`src/rtl/txcr_pkg.sv`:
```
package txcr_pkg;

    typedef enum logic [1:0] {
        FWD_GETS = 2'd0,
        FWD_GETX = 2'd1,
        FWD_INV  = 2'd2
    } fwd_kind_e;

    typedef enum logic [1:0] {
        RSP_NONE  = 2'd0,
        RSP_ACK   = 2'd1,
        RSP_NACK  = 2'd2,
        RSP_CLEAN = 2'd3
    } rsp_code_e;

    typedef enum logic [1:0] {
        ACC_LOAD   = 2'd0,
        ACC_STORE  = 2'd1,
        ACC_STICKY = 2'd2
    } acc_op_e;

    typedef enum logic [1:0] {
        TX_IDLE     = 2'd0,
        TX_ACTIVE   = 2'd1,
        TX_ABORTING = 2'd2
    } tx_state_e;

    typedef enum logic [1:0] {
        ARB_IDLE  = 2'd0,
        ARB_WAIT  = 2'd1,
        ARB_RETRY = 2'd2,
        ARB_TRAP  = 2'd3
    } arb_state_e;

endpackage

```
`src/rtl/txcr_order.sv`:
```
// Logical age comparison: a is older than b.
module txcr_order #(
    parameter int TS_W  = 16,
    parameter int PID_W = 4
) (
    input  logic [TS_W-1:0]  a_ts,
    input  logic [PID_W-1:0] a_pid,
    input  logic [TS_W-1:0]  b_ts,
    input  logic [PID_W-1:0] b_pid,
    output logic             a_first
);
    always_comb begin
        a_first = (a_ts < b_ts) || ((a_ts == b_ts) && (a_pid < b_pid));
    end
endmodule

```
`src/rtl/txcr_rwtrack.sv`:
```
// Per-line read/write marks and the spill flag.
module txcr_rwtrack
    import txcr_pkg::*;
#(
    parameter int NUM_LINES = 8,
    localparam int IDX_W = (NUM_LINES > 1) ? $clog2(NUM_LINES) : 1
) (
    input  logic             clk,
    input  logic             rst_n,
    input  logic             set_en,
    input  logic [1:0]       set_op,
    input  logic [IDX_W-1:0] set_idx,
    input  logic             blk_valid,
    input  logic             blk_mod,
    input  logic             evict_valid,
    input  logic [IDX_W-1:0] evict_idx,
    input  logic             clear_all,
    input  logic [IDX_W-1:0] look_idx,
    output logic             look_r,
    output logic             look_w,
    output logic             ovf
);
    logic [NUM_LINES-1:0] rd_mark;
    logic [NUM_LINES-1:0] wr_mark;
    logic                 set_r_any;
    logic                 set_w_any;
    logic                 evict_marked;

    always_comb begin
        set_r_any = set_en && ((set_op == ACC_LOAD && blk_valid) || set_op == ACC_STICKY);
        set_w_any = set_en && ((set_op == ACC_STORE && blk_mod) || set_op == ACC_STICKY);
        evict_marked = evict_valid && (rd_mark[evict_idx] || wr_mark[evict_idx]);
        look_r = rd_mark[look_idx];
        look_w = wr_mark[look_idx];
    end

    for (genvar g = 0; g < NUM_LINES; g++) begin : g_line
        logic hit_set;
        logic hit_evict;
        always_comb begin
            hit_set   = (set_idx == IDX_W'(g));
            hit_evict = evict_valid && (evict_idx == IDX_W'(g));
        end
        always_ff @(posedge clk) begin
            if (!rst_n || clear_all) begin
                rd_mark[g] <= 1'b0;
                wr_mark[g] <= 1'b0;
            end else begin
                rd_mark[g] <= (rd_mark[g] && !hit_evict) || (hit_set && set_r_any);
                wr_mark[g] <= (wr_mark[g] && !hit_evict) || (hit_set && set_w_any);
            end
        end
    end

    always_ff @(posedge clk) begin
        if (!rst_n || clear_all) begin
            ovf <= 1'b0;
        end else if (evict_marked) begin
            ovf <= 1'b1;
        end
    end
endmodule

```
`src/rtl/txcr_responder.sv`:
```
// Answers forwarded requests and keeps the possible-cycle flag.
module txcr_responder
    import txcr_pkg::*;
#(
    parameter int TS_W  = 16,
    parameter int PID_W = 4
) (
    input  logic             clk,
    input  logic             rst_n,
    input  logic             fwd_valid,
    input  logic [1:0]       fwd_kind,
    input  logic             fwd_hit,
    input  logic [TS_W-1:0]  fwd_ts,
    input  logic [PID_W-1:0] fwd_pid,
    input  logic             look_r,
    input  logic             look_w,
    input  logic             tx_open,
    input  logic             ovf,
    input  logic             clear_all,
    input  logic [TS_W-1:0]  own_ts,
    input  logic [PID_W-1:0] own_pid,
    output logic             rsp_valid,
    output logic [1:0]       rsp_code,
    output logic             pcycle
);
    logic      req_first;
    logic      conflict;
    rsp_code_e code_now;

    txcr_order #(.TS_W(TS_W), .PID_W(PID_W)) u_age (
        .a_ts   (fwd_ts),
        .a_pid  (fwd_pid),
        .b_ts   (own_ts),
        .b_pid  (own_pid),
        .a_first(req_first)
    );

    always_comb begin
        if (fwd_kind == FWD_GETS) begin
            conflict = look_w;
        end else begin
            conflict = look_r || look_w;
        end
        if (fwd_hit) begin
            code_now = conflict ? RSP_NACK : RSP_ACK;
        end else begin
            code_now = (tx_open && ovf) ? RSP_NACK : RSP_CLEAN;
        end
    end

    always_ff @(posedge clk) begin
        if (!rst_n) begin
            rsp_valid <= 1'b0;
            rsp_code  <= RSP_NONE;
            pcycle    <= 1'b0;
        end else begin
            rsp_valid <= fwd_valid;
            rsp_code  <= fwd_valid ? code_now : RSP_NONE;
            if (clear_all) begin
                pcycle <= 1'b0;
            end else if (fwd_valid && code_now == RSP_NACK && req_first) begin
                pcycle <= 1'b1;
            end
        end
    end
endmodule

```
`src/rtl/txcr_arbiter.sv`:
```
// Decides retry-with-backoff or abort trap for refused own requests.
module txcr_arbiter
    import txcr_pkg::*;
#(
    parameter int TS_W   = 16,
    parameter int PID_W  = 4,
    parameter int BO_MAX = 8,
    localparam int BO_W  = $clog2(BO_MAX + 1)
) (
    input  logic             clk,
    input  logic             rst_n,
    input  logic             own_nack,
    input  logic [TS_W-1:0]  nack_ts,
    input  logic [PID_W-1:0] nack_pid,
    input  logic [TS_W-1:0]  own_ts,
    input  logic [PID_W-1:0] own_pid,
    input  logic             pcycle,
    input  logic             clear_all,
    output logic             trap_fire,
    output logic             retry_req,
    output logic             abort_trap
);
    arb_state_e        st_q;
    arb_state_e        st_d;
    logic [BO_W-1:0]   cnt_q;
    logic [BO_W-1:0]   bo_q;
    logic [BO_W:0]     bo_dbl;
    logic              nacker_first;
    logic              take_retry;

    txcr_order #(.TS_W(TS_W), .PID_W(PID_W)) u_age (
        .a_ts   (nack_ts),
        .a_pid  (nack_pid),
        .b_ts   (own_ts),
        .b_pid  (own_pid),
        .a_first(nacker_first)
    );

    always_comb begin
        trap_fire  = (st_q == ARB_IDLE) && own_nack && nacker_first && pcycle;
        take_retry = (st_q == ARB_IDLE) && own_nack && !trap_fire;
        bo_dbl     = {bo_q, 1'b0};
        st_d       = st_q;
        unique case (st_q)
            ARB_IDLE: begin
                if (trap_fire) begin
                    st_d = ARB_TRAP;
                end else if (take_retry) begin
                    st_d = ARB_WAIT;
                end
            end
            ARB_WAIT: begin
                if (cnt_q == BO_W'(1)) begin
                    st_d = ARB_RETRY;
                end
            end
            ARB_RETRY: st_d = ARB_IDLE;
            ARB_TRAP:  st_d = ARB_IDLE;
            default:   st_d = ARB_IDLE;
        endcase
    end

    always_ff @(posedge clk) begin
        if (!rst_n) begin
            st_q <= ARB_IDLE;
        end else begin
            st_q <= st_d;
        end
    end

    always_ff @(posedge clk) begin
        if (!rst_n) begin
            cnt_q <= '0;
            bo_q  <= BO_W'(1);
        end else begin
            if (take_retry) begin
                cnt_q <= bo_q;
            end else if (st_q == ARB_WAIT) begin
                cnt_q <= cnt_q - BO_W'(1);
            end
            if (clear_all) begin
                bo_q <= BO_W'(1);
            end else if (take_retry) begin
                bo_q <= (bo_dbl > (BO_W + 1)'(BO_MAX)) ? BO_W'(BO_MAX) : bo_dbl[BO_W-1:0];
            end
        end
    end

    always_comb begin
        retry_req  = (st_q == ARB_RETRY);
        abort_trap = (st_q == ARB_TRAP);
    end
endmodule

```
`src/rtl/txcr_unit.sv`:
```
// Top: transaction sequencer plus the three sub-blocks.
module txcr_unit
    import txcr_pkg::*;
#(
    parameter int NUM_LINES = 8,
    parameter int TS_W      = 16,
    parameter int PID_W     = 4,
    parameter int DEPTH_W   = 4,
    parameter int BO_MAX    = 8,
    localparam int IDX_W    = (NUM_LINES > 1) ? $clog2(NUM_LINES) : 1
) (
    input  logic             clk,
    input  logic             rst_n,
    input  logic [PID_W-1:0] my_pid,
    input  logic [TS_W-1:0]  ts_now,
    input  logic             tx_begin,
    input  logic             tx_commit,
    input  logic             tx_abort,
    input  logic             abort_done,
    input  logic             acc_valid,
    input  logic [1:0]       acc_op,
    input  logic [IDX_W-1:0] acc_idx,
    input  logic             acc_blk_valid,
    input  logic             acc_blk_mod,
    input  logic             evict_valid,
    input  logic [IDX_W-1:0] evict_idx,
    input  logic             fwd_valid,
    input  logic [1:0]       fwd_kind,
    input  logic             fwd_hit,
    input  logic [IDX_W-1:0] fwd_idx,
    input  logic [TS_W-1:0]  fwd_ts,
    input  logic [PID_W-1:0] fwd_pid,
    input  logic             own_nack,
    input  logic [TS_W-1:0]  own_nack_ts,
    input  logic [PID_W-1:0] own_nack_pid,
    output logic             rsp_valid,
    output logic [1:0]       rsp_code,
    output logic             retry_req,
    output logic             abort_trap,
    output logic             tx_active,
    output logic             ovf_flag,
    output logic             pcycle_flag,
    output logic [TS_W-1:0]  tx_ts
);
    localparam logic [DEPTH_W-1:0] DEPTH_ONE = DEPTH_W'(1);
    localparam logic [DEPTH_W-1:0] DEPTH_TOP = {DEPTH_W{1'b1}};

    tx_state_e          txs_q;
    tx_state_e          txs_d;
    logic [DEPTH_W-1:0] depth_q;
    logic               keep_ts_q;
    logic               outer_commit;
    logic               abort_start;
    logic               abort_end;
    logic               clear_all;
    logic               trap_fire;
    logic               look_r;
    logic               look_w;

    always_comb begin
        outer_commit = (txs_q == TX_ACTIVE) && tx_commit && (depth_q == DEPTH_ONE);
        abort_start  = (txs_q == TX_ACTIVE) && (tx_abort || trap_fire);
        abort_end    = (txs_q == TX_ABORTING) && abort_done;
        clear_all    = outer_commit || abort_end;
        txs_d        = txs_q;
        unique case (txs_q)
            TX_IDLE: begin
                if (tx_begin) begin
                    txs_d = TX_ACTIVE;
                end
            end
            TX_ACTIVE: begin
                if (abort_start) begin
                    txs_d = TX_ABORTING;
                end else if (outer_commit) begin
                    txs_d = TX_IDLE;
                end
            end
            TX_ABORTING: begin
                if (abort_done) begin
                    txs_d = TX_IDLE;
                end
            end
            default: txs_d = TX_IDLE;
        endcase
    end

    always_ff @(posedge clk) begin
        if (!rst_n) begin
            txs_q <= TX_IDLE;
        end else begin
            txs_q <= txs_d;
        end
    end

    always_ff @(posedge clk) begin
        if (!rst_n) begin
            depth_q   <= '0;
            keep_ts_q <= 1'b0;
            tx_ts     <= '0;
        end else begin
            unique case (txs_q)
                TX_IDLE: begin
                    if (tx_begin) begin
                        depth_q <= DEPTH_ONE;
                        if (!keep_ts_q) begin
                            tx_ts <= ts_now;
                        end
                    end
                end
                TX_ACTIVE: begin
                    if (abort_start) begin
                        depth_q <= depth_q;
                    end else if (tx_begin) begin
                        if (depth_q != DEPTH_TOP) begin
                            depth_q <= depth_q + DEPTH_ONE;
                        end
                    end else if (tx_commit) begin
                        depth_q <= depth_q - DEPTH_ONE;
                        if (outer_commit) begin
                            keep_ts_q <= 1'b0;
                        end
                    end
                end
                TX_ABORTING: begin
                    if (abort_done) begin
                        depth_q   <= '0;
                        keep_ts_q <= 1'b1;
                    end
                end
                default: depth_q <= '0;
            endcase
        end
    end

    always_comb begin
        tx_active = (txs_q != TX_IDLE);
    end

    txcr_rwtrack #(.NUM_LINES(NUM_LINES)) u_marks (
        .clk        (clk),
        .rst_n      (rst_n),
        .set_en     (acc_valid && (txs_q == TX_ACTIVE)),
        .set_op     (acc_op),
        .set_idx    (acc_idx),
        .blk_valid  (acc_blk_valid),
        .blk_mod    (acc_blk_mod),
        .evict_valid(evict_valid),
        .evict_idx  (evict_idx),
        .clear_all  (clear_all),
        .look_idx   (fwd_idx),
        .look_r     (look_r),
        .look_w     (look_w),
        .ovf        (ovf_flag)
    );

    txcr_responder #(.TS_W(TS_W), .PID_W(PID_W)) u_resp (
        .clk      (clk),
        .rst_n    (rst_n),
        .fwd_valid(fwd_valid),
        .fwd_kind (fwd_kind),
        .fwd_hit  (fwd_hit),
        .fwd_ts   (fwd_ts),
        .fwd_pid  (fwd_pid),
        .look_r   (look_r),
        .look_w   (look_w),
        .tx_open  (tx_active),
        .ovf      (ovf_flag),
        .clear_all(clear_all),
        .own_ts   (tx_ts),
        .own_pid  (my_pid),
        .rsp_valid(rsp_valid),
        .rsp_code (rsp_code),
        .pcycle   (pcycle_flag)
    );

    txcr_arbiter #(.TS_W(TS_W), .PID_W(PID_W), .BO_MAX(BO_MAX)) u_arb (
        .clk       (clk),
        .rst_n     (rst_n),
        .own_nack  (own_nack),
        .nack_ts   (own_nack_ts),
        .nack_pid  (own_nack_pid),
        .own_ts    (tx_ts),
        .own_pid   (my_pid),
        .pcycle    (pcycle_flag),
        .clear_all (clear_all),
        .trap_fire (trap_fire),
        .retry_req (retry_req),
        .abort_trap(abort_trap)
    );
endmodule

```
`config.mk`:
```
export PLATFORM = sky130hd
export DESIGN_NAME = txcr_unit
export DESIGN_NICKNAME = d
export VERILOG_FILES = /design/src/rtl/txcr_pkg.sv /design/src/rtl/txcr_order.sv /design/src/rtl/txcr_rwtrack.sv /design/src/rtl/txcr_responder.sv /design/src/rtl/txcr_arbiter.sv /design/src/rtl/txcr_unit.sv
export SDC_FILE = /design/constraint.sdc
export NUM_CORES = 1
export LEC_CHECK = 0
export BUFFER_PORTS_ARGS = -buffer_cell sky130_fd_sc_hd__buf_2
export CAP_MARGIN = 20
export CORE_ASPECT_RATIO = 0.75
export CORE_MARGIN = 5
export CORE_UTILIZATION = 28
export CTS_CLUSTER_DIAMETER = 150
export DETAILED_ROUTE_END_ITERATION = 6
export GPL_TIMING_DRIVEN = 1
export PLACE_DENSITY = 0.51
export REMOVE_ABC_BUFFERS = 1
export SYNTH_ARGS = -nofsm -noshare
export SYNTH_HDL_FRONTEND = slang
export SYNTH_SLANG_ARGS = --single-unit
```
`constraint.sdc`:
```
create_clock -name clk -period 2.5 [get_ports clk]
set_input_delay 0 -clock clk [delete_from_list [all_inputs] [get_ports clk]]
set_output_delay 0 -clock clk [all_outputs]
set_load 0.02 [all_outputs]
```
==> impl_metrics.yaml, run 1 <==
run_status:
  status: "completed"
critical_path:
  cp_data_arrival_time_ns: 2.50
  critical-path-slowest-cell: "dfxtp_1"
  critPathKind: "reg -> reg"
  reg2reg_depth: 8
  cpPeakStageDelay_ns: 0.35
  r2r_start: "tx_ts[15]"
  cp-start-kind: "register"
  cp.required_ns: 2.72
  timing.rr.end: "depth_q[2]"
  reg2reg_slack_ns: 0.22
  end_kind: "register"
  cp_cell_sequence: "inv_1 > ha_1 > nand4_1 > nor3_2 > o21ai_1 > a31o_4 > a21oi_1 > mux2i_1"
  cp_max_fo: 7
clocking:
  cts_setup_buffers: 0
  cts_tree: "built"
  clock-sinks: 54
  h-tree-depth: 2
  cts_made_buffers: 5
  cts_hold_buffers: 20
  clk_latency_ns: 0.29
  clockRootBuffer: "clkbuf_16"
  path_clk_slew_ns: 0.07
  clockBufferDepth: 2
  cts_resized: 0
sta:
  setup_tns_ns: 0
  rsz0062_at_grt: "no"
  fin_crit_sh: 0.910
  slew_headroom: 0.684
  clock_skew_ns: 0.00439
  worst_pin_slew_ns: 0.470
  slew_violations: 0
  setup_violations: 0
  fmax_ghz: 0.440
  finalWorstSetupSlack_ns: 0.225
  period_minus_slack_ns: 2.28
  hold_viol_final: 0
placement:
  postPlaceCellArea_um2: 4340
  io_buffers: 109
  routabilityCongestion: 0.876
  hpwlAfterDp_um: 9000
  post-place-ws_ns: 0.235
global_routing:
  grt_use_total: 0.144
  grt_overflow: 0
  grt_pass1_wl_um: 17900
  grt_max_degree: 26
  grt_pass1_vias: 3628
  antenna_found_initial: 0
route:
  totalWireLength_um: 11300
  dr.pass1.iters: 5
  drcViolationCount: 0
  drtIter0Drc: 209
  ant_nets: 0
  wl_per_cell_um: 15.0
  viasPerCell: 4.99
  vias: 3774
floorplan:
  start_util: 0.289
  coreArea_um2: 12400
  ioPinCount: 110
  rows: 35
  dieArea_um2: 15200
  die_y_um: 108
  dieWidth_um: 141
cells_and_area:
  fillerInstances: 1307
  nets: 720
  n_antenna_cell: 0
  fin_area_um2: 4680
  seq_area_um2: 1080
  drive_gt1_frac: 0.224
  multiInputGateArea_um2: 2300
  syn_to_final_growth_pct: 30.2
pwr:
  ir_drop_mv: 0.262
  powerDensity_nw_per_um2: 482
  p_int_mw: 1.55
  power_frac_seq: 0.423
  switching_share: 0.313
  p_sw_mw: 0.706
  power.leakage_nw: 2.02
  p_comb_frac: 0.264
  finalPower_mw: 2.26
  p_clk_frac: 0.314
min_path:
  min_path_type: "in -> reg"
  whs_endpoint: "txs_q[0]"
  min_from: "tx_abort"
  hold_depth: 2
yosys:
  async_flop_share: 0
  ys_ff_latch: 54
  synth_area_um2: 3590
  syn_inst: 461
  ys_seq_area_frac: 0.301
  ys_warn_count: 0
  netlist-cell-type-count: 55
  synth-edff-count: 0
  synthFlopType: "dfxtp_1"
  postSynthAreaPerCell_um2: 7.79
flow_run:
  cap_violations: 0
-- flip-flops by register name (all words and copies together) (netlist names) --
register,cells
keep_ts_q,1
u_resp.pcycle,1
txs_q,2
depth_q,4
u_resp.rsp_code,2
tx_ts,16
u_arb.bo_q,4
u_arb.st_q,2
u_arb.cnt_q,4
u_marks.rd_mark,8
u_marks.ovf,1
u_marks.wr_mark,8
u_resp.rsp_valid,1
-- synth_stat cells, types with 8 or more instances --
| cell | number | area share |
|---|---|---|
| clkbuf_1 | 8 | 0.0084 |
| nor2b_1 | 11 | 0.019 |
| dfxtp_1 | 54 | 0.30 |
| nor2_1 | 44 | 0.046 |
| ha_1 | 43 | 0.15 |
| a22oi_1 | 13 | 0.027 |
| nand2_1 | 64 | 0.067 |
| o21ai_0 | 21 | 0.029 |
| nand3_1 | 15 | 0.021 |
| inv_1 | 38 | 0.040 |
| nor3_1 | 9 | 0.013 |
| a21oi_1 | 44 | 0.061 |
| a32oi_1 | 8 | 0.020 |
| nand4_1 | 8 | 0.014 |
-- worst max-delay path: cells and delay by family, from the launching register on --
kind                       cells  cell delay, ns
and+or+nand+nor                2            0.47
buffers and inverters          1            0.07
adders and majority gates      1            0.31
DFF                            1            0.35
AOI/OAI and AO/OA              3            0.77
muxes                          1            0.23
-- cell families (layout without fill, tap and decap cells) --
kind of cell               count (synthesis)  count (layout)  synth area share
xor gates and xnor gates                   1               1           0.00244
adders and majority gates                 43              43             0.150
AOI/OAI and AO/OA                        123             123             0.226
muxes                                      6               6            0.0216
DFF                                       54              54             0.301
and+or+nand+nor                          182             182             0.242
buffers and inverters                     52             181            0.0575
-- per-stage QoR --
stage / hold slack, ns / utilization / std cells
CTS: 0.0210 / 0.376 / 756
finish: 0.0289 / 0.376 / 756
global placement: 0.242 / 0.349 / 730
global route: 0.0397 / 0.376 / 756
detailed placement: 0.249 / 0.349 / 730
floorplan: 0.0887 / - / 448
-- worst max-delay path by stage --
stage | cells after the start | from | to | slack [ns]
final | 8 | tx_ts[15] | depth_q[2] | 0.22
after global routing | 8 | tx_ts[15] | u_arb.bo_q[0] | 0.01
after CTS | 8 | tx_ts[15] | depth_q[2] | 0.22
after detailed placement | 8 | tx_ts[15] | depth_q[2] | 0.23
after global placement | 8 | tx_ts[15] | depth_q[2] | 0.36
after floorplan | 8 | tx_ts[15] | u_arb.cnt_q[1] | 0.39
-- cells in the final DEF, fill, tap and decap left out, types with 3 or more instances in the layout --
cell / synthesis / layout
buf_2: 3 / 109
nand2_1: 64 / 64
dfxtp_1: 54 / 54
nor2_1: 44 / 44
a21oi_1: 44 / 44
ha_1: 43 / 43
inv_1: 38 / 38
o21ai_0: 21 / 21
dlygate4sd3_1: 0 / 20
nand3_1: 15 / 15
a22oi_1: 13 / 13
nor2b_1: 11 / 11
nor3_1: 9 / 9
nand4_1: 8 / 8
a32oi_1: 8 / 8
nand2b_1: 7 / 7
buf_4: 0 / 7
a211oi_1: 6 / 6
a31oi_1: 5 / 5
nor4_1: 5 / 5
clkbuf_16: 0 / 5
mux2i_1: 4 / 4
and2_1: 3 / 3
nand3b_1: 3 / 3
o32ai_1: 3 / 3
-- power by group through the flow --
stage               Sequential (mW)  Combinational, mW  Clock [mW]
floorplan                     0.991              0.312           0
CTS                           0.953              0.596       0.725
global route                  0.964              0.669       0.753
finish                        0.954              0.595       0.708
global placement              0.973              0.561           0
detailed placement            0.974              0.569           0
-- area by class of cell --
cell class | count | area share
Inverter | 39 | 0.0313
Clock buffer | 6 | 0.0297
Sequential cell | 54 | 0.231
Timing Repair Buffer | 136 | 0.171
Tap cell | 166 | 0.0444
Multi-Input combinational cell | 355 | 0.493
-- metal layers --
layer / vias to the layer above / track usage / wire (um) / share of wire
met2: 138 / 0.224 / 4760 / 0.42
met5: - / 0 / 0 / 0
met3: 13 / 0.0309 / 740 / 0.065
met4: 0 / 0.0318 / 157 / 0.014
met1: 1705 / 0.206 / 5660 / 0.50
li1: 1918 / - / - / -
Note: power is estimated with default switching activity, not from simulation.
==> run 2: changes to the inputs <==
ABC_AREA = 1   (was default)
==> run 2 against run 1 <==
The flow now finishes with violations (hold timing). Area after synthesis shrank 0.14%. Worst setup slack gained 0.27 ns. Power grew 7.3%. Clock skew grew 0.0046 ns. Sequential share of layout area grew 0.49 points. Maximum frequency grew 13%. Flip-flop and latch count is the same. Count of clock-buffer cells in the layout shrank 1. Routed wire length shrank 9.3%. Highest routed layer unchanged. Synthesized cell count grew 13%. Global-route usage shrank 0.65 points. Register-to-register slack gained 0.27 ns.
==> impl_metrics.yaml, run 2 <==
yosys:
  synth_top_cell_area_share: 0.301
  netlist-cell-type-count: 41
  synth_most_common_cell: "nand2_1"
  postSynthAreaPerCell_um2: 6.90
  syn_inst: 520
  synth_area_um2: 3590
  synth-edff-count: 0
  synthFlopType: "dfxtp_1"
  yosys.area.top_type: "dfxtp_1"
  yosys-top-cells-area: "dfxtp_1 (30%), ha_1 (15%), nand2_1 (12%)"
  async_flop_share: 0
  synthTopCellsByCount: "nand2_1 (118), inv_1 (81), a21oi_1 (69), dfxtp_1 (54), ha_1 (43)"
  ys_warn_count: 0
  ys_ff_latch: 54
  ys_seq_area_frac: 0.301
critical_path:
  reg2reg_slack_ns: 0.50
  critPathKind: "reg -> reg"
  reg2reg_depth: 13
  end_kind: "register"
  cp_data_arrival_time_ns: 2.18
  cp-start-kind: "register"
  cp_max_fo: 5
  cp.required_ns: 2.68
cells_and_area:
  reg_top3: "tx_ts x16, u_marks.rd_mark x8, u_marks.wr_mark x8"
  nets: 770
  syn_to_final_growth_pct: 27.7
  n_antenna_cell: 0
  largest_register_ffs: 16
  drive_gt1_frac: 0.209
  post-route-util: 0.370
  mostFrequentLayoutCell: "nand2_1"
  fillerInstances: 1317
  layout_common_cells: "nand2_1 (118), buf_2 (109), inv_1 (81)"
  instances_no_fill: 808
  fin_area_um2: 4580
  top_register: "tx_ts"
sta:
  rsz0062_at_grt: "no"
  clock_skew_ns: 0.00900
  setup_violations: 0
  fin_crit_sh: 0.802
  fin_hold_ws_ns: -0.00329
  worst_pin_slew_ns: 0.468
  finalWorstSetupSlack_ns: 0.495
  period_minus_slack_ns: 2.00
  hold_viol_final: 1
  slew_headroom: 0.688
  setup_tns_ns: 0
  slew_violations: 0
  fmax_ghz: 0.499
route:
  wl_per_cell_um: 12.7
  vias: 3696
  ant_nets: 0
  drtIter0Drc: 187
  totalWireLength_um: 10300
  dr.pass1.iters: 4
  viasPerCell: 4.57
  drcViolationCount: 0
placement:
  hpwlAfterDp_um: 8440
  postPlaceCellArea_um2: 4310
  io_buffers: 109
  dp.cells: 788
  routabilityCongestion: 0.892
  post-place-ws_ns: 0.506
pwr:
  ir_drop_mv: 0.286
  powerDensity_nw_per_um2: 529
  finalPower_mw: 2.42
  power.leakage_nw: 2.23
floorplan:
  dieArea_um2: 15200
  ioPinCount: 110
  rows: 35
  coreArea_um2: 12400
  dieWidth_um: 141
  start_util: 0.289
  die_y_um: 108
flow_run:
  cap_violations: 0
global_routing:
  grt_pass1_wl_um: 17300
  grt_use_total: 0.138
  grt_pass1_vias: 3675
  antenna_found_initial: 0
  grt_overflow: 0
  grt_max_degree: 32
clocking:
  clockRootBuffer: "clkbuf_16"
  clk_latency_ns: 0.30
  h-tree-depth: 2
  clockBufferDepth: 2
  clock-sinks: 54
  cts_setup_buffers: 0
  cts_made_buffers: 5
  path_clk_slew_ns: 0.08
  cts_tree: "built"
min_path:
  hold_depth: 3
  min_path_type: "in -> reg"
run_status:
  violations: "hold timing"
  status: "complete, but fails checks"
## run 2: cell count changes after synthesis, sizes merged, moves of 5 or more
cell    before  now
o21ai       23   37
inv         38   82
a32oi        8    0
nor4         5    0
a21oi       45   71
nor2b       11    0
nand3       15   20
nand2b       7    0
nand2       65  122
a22oi       13    0
## run 2: critical path, cell delays in order, from the launching register on
cell     delay, ns
dfxtp_1       0.33
inv_1         0.07
ha_1          0.29
nand2_1       0.08
nor2_2        0.13
nand2_1       0.12
nor3_2        0.13
nand3_1       0.11
nand2_2       0.14
nand2_4       0.07
nand2_1       0.17
o21ai_1       0.08
a21oi_1       0.11
nor2_1        0.05
## run 2: cell type report
| type | instances | area [um2] | area share |
|---|---|---|---|
| clock buffers | 5 | 125 | 0.0273 |
| clock inverters | 3 | 25.0 | 0.00546 |
| inverters | 82 | 308 | 0.0672 |
| multi-input cells | 375 | 2150 | 0.470 |
| flip-flops and latches | 54 | 1080 | 0.236 |
| well taps | 166 | 208 | 0.0454 |
| repair buffers | 123 | 681 | 0.149 |
## run 2: cell families after synthesis
family,Yosys count,synth area share
AOI/OAI and AO/OA,123,0.190
xor gates and xnor gates,3,0.00733
adders and majority gates,43,0.150
buffers and inverters,91,0.0987
DFF,54,0.301
and+or+nand+nor,206,0.253
## run 2: timing repair
action                    4_1_cts  5_1_grt
resized for setup               0        0
hold endpoints to repair       12        0
hold buffers                   12        0
## run 2: final timing paths
path | to | startpoint
hold reg to reg | u_marks.rd_mark[5] | u_marks.rd_mark[5]
hold / removal | tx_ts[10] | ts_now[10]
setup reg to reg | u_arb.cnt_q[3] | tx_ts[15]
setup / recovery | u_arb.cnt_q[3] | tx_ts[15]
## run 2: power breakdown
group / switching, mW / internal, mW
Combinational: 0.438 / 0.286
Sequential: 0.0469 / 0.926
Clock: 0.346 / 0.378
## run 2: layer usage
| metal | share of wire | global-route usage | up-vias |
|---|---|---|---|
| li1 | - | - | 1943 |
| met1 | 0.49 | 0.189 | 1662 |
| met2 | 0.45 | 0.223 | 81 |
| met3 | 0.048 | 0.0279 | 10 |
| met4 | 0.012 | 0.0353 | 0 |
| met5 | 0 | 0 | - |
